<file path="src/rtl/cfgsh_pkg.sv">
package cfgsh_pkg;

  typedef enum logic [1:0] {
    OP_FIELD  = 2'd0,
    OP_DIRECT = 2'd1,
    OP_READ   = 2'd2,
    OP_NONE   = 2'd3
  } host_op_e;

  typedef enum logic [1:0] {
    ST_IDLE  = 2'd0,
    ST_SCAN  = 2'd1,
    ST_WRITE = 2'd2,
    ST_DEVRD = 2'd3
  } seq_state_e;

  // reset image word for register idx (wide result, callers truncate)
  function automatic logic [31:0] reset_word(input int unsigned idx);
    logic [31:0] prod;
    prod = 32'(idx) * 32'h0000_9E37;
    return prod ^ 32'h0000_5A3C;
  endfunction

endpackage

</file>
<file path="src/rtl/cfgsh_store.sv">
module cfgsh_store
  import cfgsh_pkg::*;
#(
  parameter int NREG = 31,
  parameter int DW   = 16,
  parameter int AW   = 5
) (
  input  logic                     clk,
  input  logic                     rst_n,
  input  logic                     upd_en,
  input  logic [AW-1:0]            upd_idx,
  input  logic [DW-1:0]            upd_data,
  input  logic                     upd_mark,
  input  logic                     clr_en,
  input  logic [AW-1:0]            clr_idx,
  output logic [NREG-1:0][DW-1:0]  words,
  output logic [NREG-1:0]          dirty
);

  for (genvar g = 0; g < NREG; g++) begin : g_slot
    logic hit_upd;
    logic hit_clr;
    assign hit_upd = upd_en && (upd_idx == AW'(g));
    assign hit_clr = clr_en && (clr_idx == AW'(g));

    always_ff @(posedge clk) begin
      if (!rst_n) begin
        words[g] <= DW'(reset_word(g));
        dirty[g] <= 1'b1;
      end else begin
        if (hit_upd) words[g] <= upd_data;
        if (hit_upd && upd_mark) dirty[g] <= 1'b1;
        else if (hit_clr)        dirty[g] <= 1'b0;
      end
    end
  end

endmodule

</file>
<file path="src/rtl/cfgsh_seq.sv">
module cfgsh_seq
  import cfgsh_pkg::*;
#(
  parameter int NREG = 31,
  parameter int AW   = 5
) (
  input  logic             clk,
  input  logic             rst_n,
  input  logic             commit_i,
  input  logic             host_req_i,
  input  host_op_e         host_op_i,
  input  logic [AW-1:0]    host_addr_i,
  input  logic [NREG-1:0]  dirty_i,
  input  logic             dev_wr_ack_i,
  input  logic             dev_rd_ack_i,
  output logic             busy_o,
  output logic             dev_wr_req_o,
  output logic             dev_rd_req_o,
  output logic [AW-1:0]    cur_idx_o,
  output logic             upd_en_o,
  output logic             upd_mark_o,
  output logic             clr_en_o,
  output logic             cache_rd_o,
  output logic             dev_rd_done_o,
  output logic             commit_done_o,
  output logic             in_commit_o
);

  localparam logic [AW-1:0] RB_ADDR = AW'(NREG);

  // lowest set index of the dirty vector
  function automatic logic [AW-1:0] first_dirty(input logic [NREG-1:0] v);
    logic [AW-1:0] r;
    r = '0;
    for (int i = NREG - 1; i >= 0; i--) begin
      if (v[i]) r = AW'(i);
    end
    return r;
  endfunction

  seq_state_e    state;
  logic [AW-1:0] cur_idx;
  logic          direct_q;
  logic          done_q;

  logic accept;
  logic addr_in_bank;
  logic is_wr_op;
  logic start_direct;
  logic start_devrd;
  logic any_dirty;

  assign accept       = (state == ST_IDLE) && !commit_i && host_req_i;
  assign addr_in_bank = host_addr_i < RB_ADDR;
  assign is_wr_op     = (host_op_i == OP_FIELD) || (host_op_i == OP_DIRECT);
  assign upd_en_o     = accept && addr_in_bank && is_wr_op;
  assign upd_mark_o   = (host_op_i == OP_FIELD);
  assign start_direct = upd_en_o && (host_op_i == OP_DIRECT);
  assign start_devrd  = accept && (host_op_i == OP_READ) && (host_addr_i == RB_ADDR);
  assign cache_rd_o   = accept && (host_op_i == OP_READ) && (host_addr_i != RB_ADDR);
  assign any_dirty    = |dirty_i;

  assign busy_o        = (state != ST_IDLE) || commit_i;
  assign dev_wr_req_o  = (state == ST_WRITE);
  assign dev_rd_req_o  = (state == ST_DEVRD);
  assign clr_en_o      = (state == ST_WRITE) && dev_wr_ack_i;
  assign dev_rd_done_o = (state == ST_DEVRD) && dev_rd_ack_i;
  assign in_commit_o   = (state == ST_SCAN) || ((state == ST_WRITE) && !direct_q);
  assign cur_idx_o     = cur_idx;
  assign commit_done_o = done_q;

  always_ff @(posedge clk) begin
    if (!rst_n) begin
      state    <= ST_IDLE;
      cur_idx  <= '0;
      direct_q <= 1'b0;
      done_q   <= 1'b0;
    end else begin
      done_q <= 1'b0;
      unique case (state)
        ST_IDLE: begin
          if (commit_i) begin
            state    <= ST_SCAN;
            direct_q <= 1'b0;
          end else if (start_direct) begin
            state    <= ST_WRITE;
            cur_idx  <= host_addr_i;
            direct_q <= 1'b1;
          end else if (start_devrd) begin
            state <= ST_DEVRD;
          end
        end
        ST_SCAN: begin
          if (any_dirty) begin
            cur_idx <= first_dirty(dirty_i);
            state   <= ST_WRITE;
          end else begin
            done_q <= 1'b1;
            state  <= ST_IDLE;
          end
        end
        ST_WRITE: begin
          if (dev_wr_ack_i) state <= direct_q ? ST_IDLE : ST_SCAN;
        end
        ST_DEVRD: begin
          if (dev_rd_ack_i) state <= ST_IDLE;
        end
        default: state <= ST_IDLE;
      endcase
    end
  end

endmodule

</file>
<file path="src/rtl/cfg_shadow_bank.sv">
module cfg_shadow_bank
  import cfgsh_pkg::*;
#(
  parameter int NREG = 31,
  parameter int DW   = 16,
  localparam int AW  = $clog2(NREG + 1)
) (
  input  logic          clk,
  input  logic          rst_n,
  input  logic          commit,
  input  logic          host_req,
  input  logic [1:0]    host_op,
  input  logic [AW-1:0] host_addr,
  input  logic [DW-1:0] host_wdata,
  output logic          host_busy,
  output logic          rd_valid,
  output logic [DW-1:0] rd_data,
  output logic          commit_done,
  output logic          dev_wr_req,
  output logic [AW-1:0] dev_wr_addr,
  output logic [DW-1:0] dev_wr_data,
  input  logic          dev_wr_ack,
  output logic          dev_rd_req,
  output logic [AW-1:0] dev_rd_addr,
  input  logic [DW-1:0] dev_rd_data,
  input  logic          dev_rd_ack
);

  logic [NREG-1:0][DW-1:0] words;
  logic [NREG-1:0]         dirty_vec;
  logic [AW-1:0]           cur_idx;
  logic                    upd_en;
  logic                    upd_mark;
  logic                    clr_en;
  logic                    cache_rd;
  logic                    dev_rd_done;
  logic                    in_commit;
  logic [DW-1:0]           cached_word;
  logic [DW-1:0]           cur_word;

  cfgsh_seq #(.NREG(NREG), .AW(AW)) u_seq (
    .clk           (clk),
    .rst_n         (rst_n),
    .commit_i      (commit),
    .host_req_i    (host_req),
    .host_op_i     (host_op_e'(host_op)),
    .host_addr_i   (host_addr),
    .dirty_i       (dirty_vec),
    .dev_wr_ack_i  (dev_wr_ack),
    .dev_rd_ack_i  (dev_rd_ack),
    .busy_o        (host_busy),
    .dev_wr_req_o  (dev_wr_req),
    .dev_rd_req_o  (dev_rd_req),
    .cur_idx_o     (cur_idx),
    .upd_en_o      (upd_en),
    .upd_mark_o    (upd_mark),
    .clr_en_o      (clr_en),
    .cache_rd_o    (cache_rd),
    .dev_rd_done_o (dev_rd_done),
    .commit_done_o (commit_done),
    .in_commit_o   (in_commit)
  );

  cfgsh_store #(.NREG(NREG), .DW(DW), .AW(AW)) u_store (
    .clk      (clk),
    .rst_n    (rst_n),
    .upd_en   (upd_en),
    .upd_idx  (host_addr),
    .upd_data (host_wdata),
    .upd_mark (upd_mark),
    .clr_en   (clr_en),
    .clr_idx  (cur_idx),
    .words    (words),
    .dirty    (dirty_vec)
  );

  assign cached_word = (host_addr < AW'(NREG)) ? words[host_addr] : '0;
  assign cur_word    = (cur_idx < AW'(NREG)) ? words[cur_idx] : '0;
  assign dev_wr_addr = cur_idx;
  assign dev_wr_data = cur_word;
  assign dev_rd_addr = AW'(NREG);

  always_ff @(posedge clk) begin
    if (!rst_n) begin
      rd_valid <= 1'b0;
      rd_data  <= '0;
    end else begin
      rd_valid <= cache_rd || dev_rd_done;
      if (cache_rd)         rd_data <= cached_word;
      else if (dev_rd_done) rd_data <= dev_rd_data;
    end
  end

endmodule

</file>
<file path="config.mk">
export PLATFORM = sky130hd
export DESIGN_NAME = cfg_shadow_bank
export DESIGN_NICKNAME = d
export VERILOG_FILES = /design/src/rtl/cfgsh_pkg.sv /design/src/rtl/cfgsh_store.sv /design/src/rtl/cfgsh_seq.sv /design/src/rtl/cfg_shadow_bank.sv
export SDC_FILE = /design/constraint.sdc
export NUM_CORES = 2
export LEC_CHECK = 0
export BUFFER_PORTS_ARGS = -buffer_cell sky130_fd_sc_hd__buf_2
export CORE_ASPECT_RATIO = 1.5
export CORE_MARGIN = 10
export CORE_UTILIZATION = 35
export CTS_CLUSTER_DIAMETER = 120
export DETAILED_ROUTE_END_ITERATION = 10
export SYNTH_ARGS = -nofsm -noshare
export SYNTH_HDL_FRONTEND = slang
export SYNTH_HIERARCHICAL = 1
export SYNTH_SLANG_ARGS = --single-unit
</file>
<file path="constraint.sdc">
create_clock -name clk -period 3 [get_ports clk]
set_clock_uncertainty 0.15 [all_clocks]
set_input_delay 0.45 -clock clk [delete_from_list [all_inputs] [get_ports clk]]
set_output_delay 0.45 -clock clk [all_outputs]
set_load 0.02 [all_outputs]
</file>
**Word level (Yosys, flattened, before mapping)**

Index checks and enable logic that the tools add are counted.

- Flip-flop bits (word level): 553
- Input port bits: 45
- Output and inout bits: 47
- Word-level logic and storage cells: 351

- Order comparisons: 4
- Equal/unequal tests: 73
- Mux-type cells: 54
- Bitwise logic cells: 1
- Reduce and logical (&&, ||, !) cells: 151

Operator list:

| operator | number |
|---|---|
| 5-bit 2-to-1 mux | 34 |
| 16-bit binary-select mux with 5-bit select | 2 |
| 5-bit equality test, second input constant | 31 |
| 1-bit logical AND | 103 |
| 16-bit 2-to-1 mux | 6 |
| 5-bit by 4-bit equality test with 1-bit output, second input constant | 16 |
| 2-bit OR reduction | 31 |
| 5-bit by 3-bit equality test with 1-bit output, second input constant | 8 |
| 31-bit OR reduction | 1 |
| 5-bit by 2-bit equality test with 1-bit output, second input constant | 4 |
| 5-bit by 6-bit < comparator with 1-bit output, second input constant | 2 |
| 2-bit 2-to-1 mux | 6 |
| 5-bit by 1-bit equality test with 1-bit output, second input constant | 2 |
| 5-bit logical NOT | 2 |
| 5-bit < comparator, second input constant | 2 |
| 5-bit one-hot mux with 2 select lines | 1 |
| 2-bit by 1-bit inequality test with 1-bit output, second input constant | 4 |
| 2-bit one-hot mux with 4 select lines | 1 |
| 2-bit nonzero test | 4 |
| 2-bit equality test, second input constant | 3 |
| 5-bit inequality test, second input constant | 1 |
| 2-bit by 1-bit equality test with 1-bit output, second input constant | 2 |
| 2-bit logical NOT | 2 |
| 1-bit 2-to-1 mux | 4 |
| 8 further kinds | 11 |

**Depth between registers and ports, before layout**

- Depth in word-level cells: 33
- Gate-level depth with buffers: 9
- Mapped depth without buffers: 6

**Hierarchy**

Netlist, hierarchy kept.

Modules (own cells, without submodules):

| module | times used | cells an instance | area an instance (um2) | sequential area each (um2) |
|---|---|---|---|---|
| cfgsh_store | 1 | 1,854 | 19,790.2 | 10,550.1 |
| cfg_shadow_bank | 1 | 856 | 8,943.6 | 340.3 |
| cfgsh_seq | 1 | 124 | 868.3 | 180.2 |

**Least setup slack after synthesis**

OpenSTA, ideal clock, no wires.

- Kind: reg2out
- Start point: register u_seq.cur_idx[2] (netlist: u_seq/cur_idx_o[2])
- End point: output dev_wr_data[2]
- Arrival: 2.308 ns
- Required time: 2.400 ns
- Slack: 0.092 ns
- Stages on the path, launching flop included: 9
- Buffers on the path: 4
- Cell sequence: dfxtp_1 buf_2 buf_2 buf_2 buf_2 a21oi_1 a221oi_1 nand2_1 a31oi_1

- Cells in the longest elaborated chain, start to end: 3
- Elaborated cells on any way between the ends: 4
- Those cells by class: 1 x order compare; 3 x mux

Ends and longest elaborated chain:

| item | RTL line | RTL |
|---|---|---|
| start, declared | cfgsh_seq.sv:42 | `logic [AW-1:0] cur_idx;` |
| start signal, assigned | cfgsh_seq.sv:87 | `cur_idx <= host_addr_i;` |
| start signal, assigned | cfgsh_seq.sv:95 | `cur_idx <= first_dirty(dirty_i);` |
| 16-bit binary-select mux with 5-bit select | cfg_shadow_bank.sv:78 | `assign cur_word = (cur_idx < AW'(NREG)) ? words[cur_idx] : '0;` |
| 16-bit 2-to-1 mux (implied by the code) | cfg_shadow_bank.sv:78 |  |
| 16-bit 2-to-1 mux * | cfg_shadow_bank.sv:78 |  |
| end, declared | cfg_shadow_bank.sv:21 | `output logic [DW-1:0] dev_wr_data,` |

Every way passes the cells marked *; elsewhere a longest branch is shown, timed or not. The select of a mux whose other input is x is not followed.

**Worst setup path in the final report**

- Start point: register u_seq.cur_idx[0] (netlist: u_seq/cur_idx_o[0])
- End point: output dev_wr_data[7]

The elaborated chain is that of the path after synthesis.

==> results by group <==
Outcome
  – Status: finished, violations left
  – Failing checks: negative setup slack

Critical path
  – Most frequent CP cell: mux4_2
  – Worst Reg-to-Reg Cells: 10
  – Critical path, cell by cell: buf_12 > buf_4 > mux4_2 > mux4_2 > mux2_2 > buf_2
  – Reg2reg start: u_seq/state[1]
  – WP data arrival: 2.95 ns
  – Slack of the worst reg-to-reg path: 0.36 ns
  – Reg-to-reg endpoint: u_store/words[202]
  – CP max-delay cell: mux4_2
  – Setup CP Type: register to output port
  – Crit path largest cell delay: 0.50 ns
  – Critical path data required time: 2.40 ns
  – Worst setup EP type: output port
  – Worst Setup Start Kind: register
  – Worst-path fanout max: 7

Timing
  – Slew of the pin with the lowest slew margin: 1.23 ns
  – Final hold viol count: 0
  – Max Slew Vio Count: 0
  – Fmax: 282 MHz
  – Final setup violation count: 16
  – RSZ-0062 raised after global routing: yes
  – Final worst-path cycle share: 1.18
  – Max_slew headroom: 0.178
  – Post-layout min period: 3.55 ns
  – Final setup margin: -0.545 ns

Floorplan
  – FP Rows: 130
  – Die Ht: 376 µm
  – Core footprint: 83800 µm²
  – Die Area: 96800 µm²
  – Starting Density: 0.353
  – IO Count: 92
  – Die width: 257 µm

Synthesis
  – Synth Cell Area: 29600 µm²
  – Syn avg cell area: 10.4 µm²
  – Synth warn: 6
  – Cells after synthesis: 2833

CTS
  – Cts bufs inserted: 53
  – Clk pin slew, worst setup/hold paths: 0.07 ns
  – TritonCTS clock tree: yes
  – Clock sink count: 553
  – H-tree levels: 2
  – Clock Latency Late Sink: 0.65 ns
  – CTS root buf: clkbuf_16
  – Clock buffer depth: 3

Detailed routing
  – Residual DRC: 0
  – Vias: 23708
  – Router iterations before antenna repair: 5
  – Final ANT Viol Nets: 0
  – Overall routed net length: 109 mm
  – WL per Instance: 26.5 µm
  – Vias/cell: 5.76
  – Drt initial violations: 2147

Pwr
  – Clk pwr share: 0.399
  – Worst vdd ir: 0.449 mV
  – Comb pwr share: 0.183
  – Leakage power total: 15.8 nW
  – PD cells: 505 nW/µm²
  – Switch share: 0.284
  – P_sw: 5.08 mW
  – Flop pwr share: 0.418
  – Pint: 12.8 mW

Global route
  – Grt met3 use: 0.0317
  – Pin count of the biggest net entering global routing: 73
  – Met1 Usage GRT: 0.261
  – Grt ovf: 0
  – Met2 Use GR: 0.373
  – GRT Total Usage: 0.219
  – Gr busiest metal: met2
  – Global-route wire length before repair: 161 mm
  – Initial antenna violation count: 1
  – Vias in the first global route: 23778

Hold path
  – WHS Endpoint: rd_data[14]
  – Worst hold-check path type: input port to register
  – Worst Hold Launch: dev_rd_data[14]
  – WHS Path Cells: 3

Final layout
  – ANT cells: 0
  – Final nets: 2996
  – Layout cells sized above 1: 0.223
  – Area growth syn-to-layout: 19.6%
  – Layout filler cell count: 7909
  – Fin util: 0.423
  – Post-route cell area: 35400 µm²

Placed design
  – Placed inst area: 32800 µm²
  – Port-buffer cells: 86
  – DP Wirelength: 72.1 mm
  – Gp weighted congestion: 0.857

Flow run
  – Max-cap violations: 0
cell type report:
| type | instances | area [µm²] | share of cell area |
|---|---|---|---|
| timing repair buffer | 337 | 3800 | 0.107 |
| clock inverter | 30 | 334 | 0.00944 |
| inverter | 11 | 41.3 | 0.00117 |
| tap | 1122 | 1400 | 0.0397 |
| clock buffer | 70 | 1470 | 0.0415 |
| multi-input combinational | 1995 | 17300 | 0.488 |
| sequential | 553 | 11100 | 0.313 |
placed cells by master, fill, tap and decap left out, types with 9 or more instances in the layout:
cell type,instances
a211oi_1,25
a21oi_1,89
a2bb2oi_1,17
buf_12,93
buf_2,70
buf_4,135
buf_6,19
clkbuf_1,9
clkbuf_16,56
clkinv_2,18
dfxtp_1,548
dlygate4sd3_1,9
inv_1,10
mux2_1,18
mux2_4,11
mux2i_1,659
mux4_2,159
nand2_1,314
nand2_2,17
nand2_4,13
nand2b_1,37
nor2_1,15
nor2b_1,262
nor3_1,19
nor4_1,12
o211ai_1,35
o21ai_0,56
o22ai_1,81
o2bb2ai_1,15
o31ai_1,23
o32ai_1,16
or4_1,13
power groups by stage:
stage          clock network, mW  logic, mW  registers [mW]
2_1_floorplan                  0       1.84            7.60
3_3_place_gp                   0       2.86            7.67
3_5_place_dp                   0       2.87            7.67
4_1_cts                     7.24       3.19            7.48
5_1_grt                     7.49       3.42            7.48
6_report                    7.13       3.27            7.49
timing repair:
action / in CTS / in global routing
setup buffers: 18 / 6
endpoints found under the hold margin: 9 / 0
setup endpoints to repair: 16 / 16
pin swaps: 1 / 7
hold buffers: 9 / 0
cloned: 5 / 3
gates resized for setup: 56 / 23
stage by stage:
| step | hold slack [ns] | TNS [ns] | instances | total power [mW] | worst slack (ns) |
|---|---|---|---|---|---|
| after floorplan | 0.293 | 0 | 2837 | 9.43 | 0.0923 |
| after global placement | 0.304 | -0.256 | 3981 | 10.5 | -0.0490 |
| after detailed placement | 0.313 | -0.275 | 3981 | 10.5 | -0.0548 |
| after CTS | 0.00385 | -8.34 | 4113 | 17.9 | -0.564 |
| after global routing | 0.0212 | -8.68 | 4118 | 18.4 | -0.594 |
| final | 0.0257 | -7.85 | 4118 | 17.9 | -0.545 |
sequential cells by signal, indices dropped and copies added (netlist names):
name / flops
u_store/dirty: 31
u_seq/state: 2
u_seq/cur_idx_o: 5
rd_data: 16
u_seq/commit_done_o: 1
u_store/words: 496
rd_valid: 1
u_seq/direct_q: 1
worst max-delay path by stage:
stage                       startpoint               to  slack (ns)  depth (start not counted)
global route        u_seq/cur_idx_o[0]   dev_wr_data[3]       -0.59                          7
finish              u_seq/cur_idx_o[0]   dev_wr_data[7]       -0.55                          6
floorplan           u_seq/cur_idx_o[2]   dev_wr_data[2]        0.09                          8
global placement    u_seq/cur_idx_o[0]  dev_wr_data[13]       -0.05                          5
detailed placement  u_seq/cur_idx_o[0]  dev_wr_data[13]       -0.05                          5
CTS                 u_seq/cur_idx_o[0]   dev_wr_data[3]       -0.56                          7
per-layer routing:
layer | wire [µm] | vias to the layer above
met4 | 6530 | 2
met5 | 12 | -
met2 | 52900 | 964
met3 | 6710 | 283
met1 | 43000 | 11922
li1 | - | 10537
worst max-delay path: cells and delay by family, from the launching register on:
kind,cells,cell delay [ns]
mux,3,1.31
buf+inv,3,0.53
flops,1,0.42
Note: power is estimated with default switching activity, not from simulation.
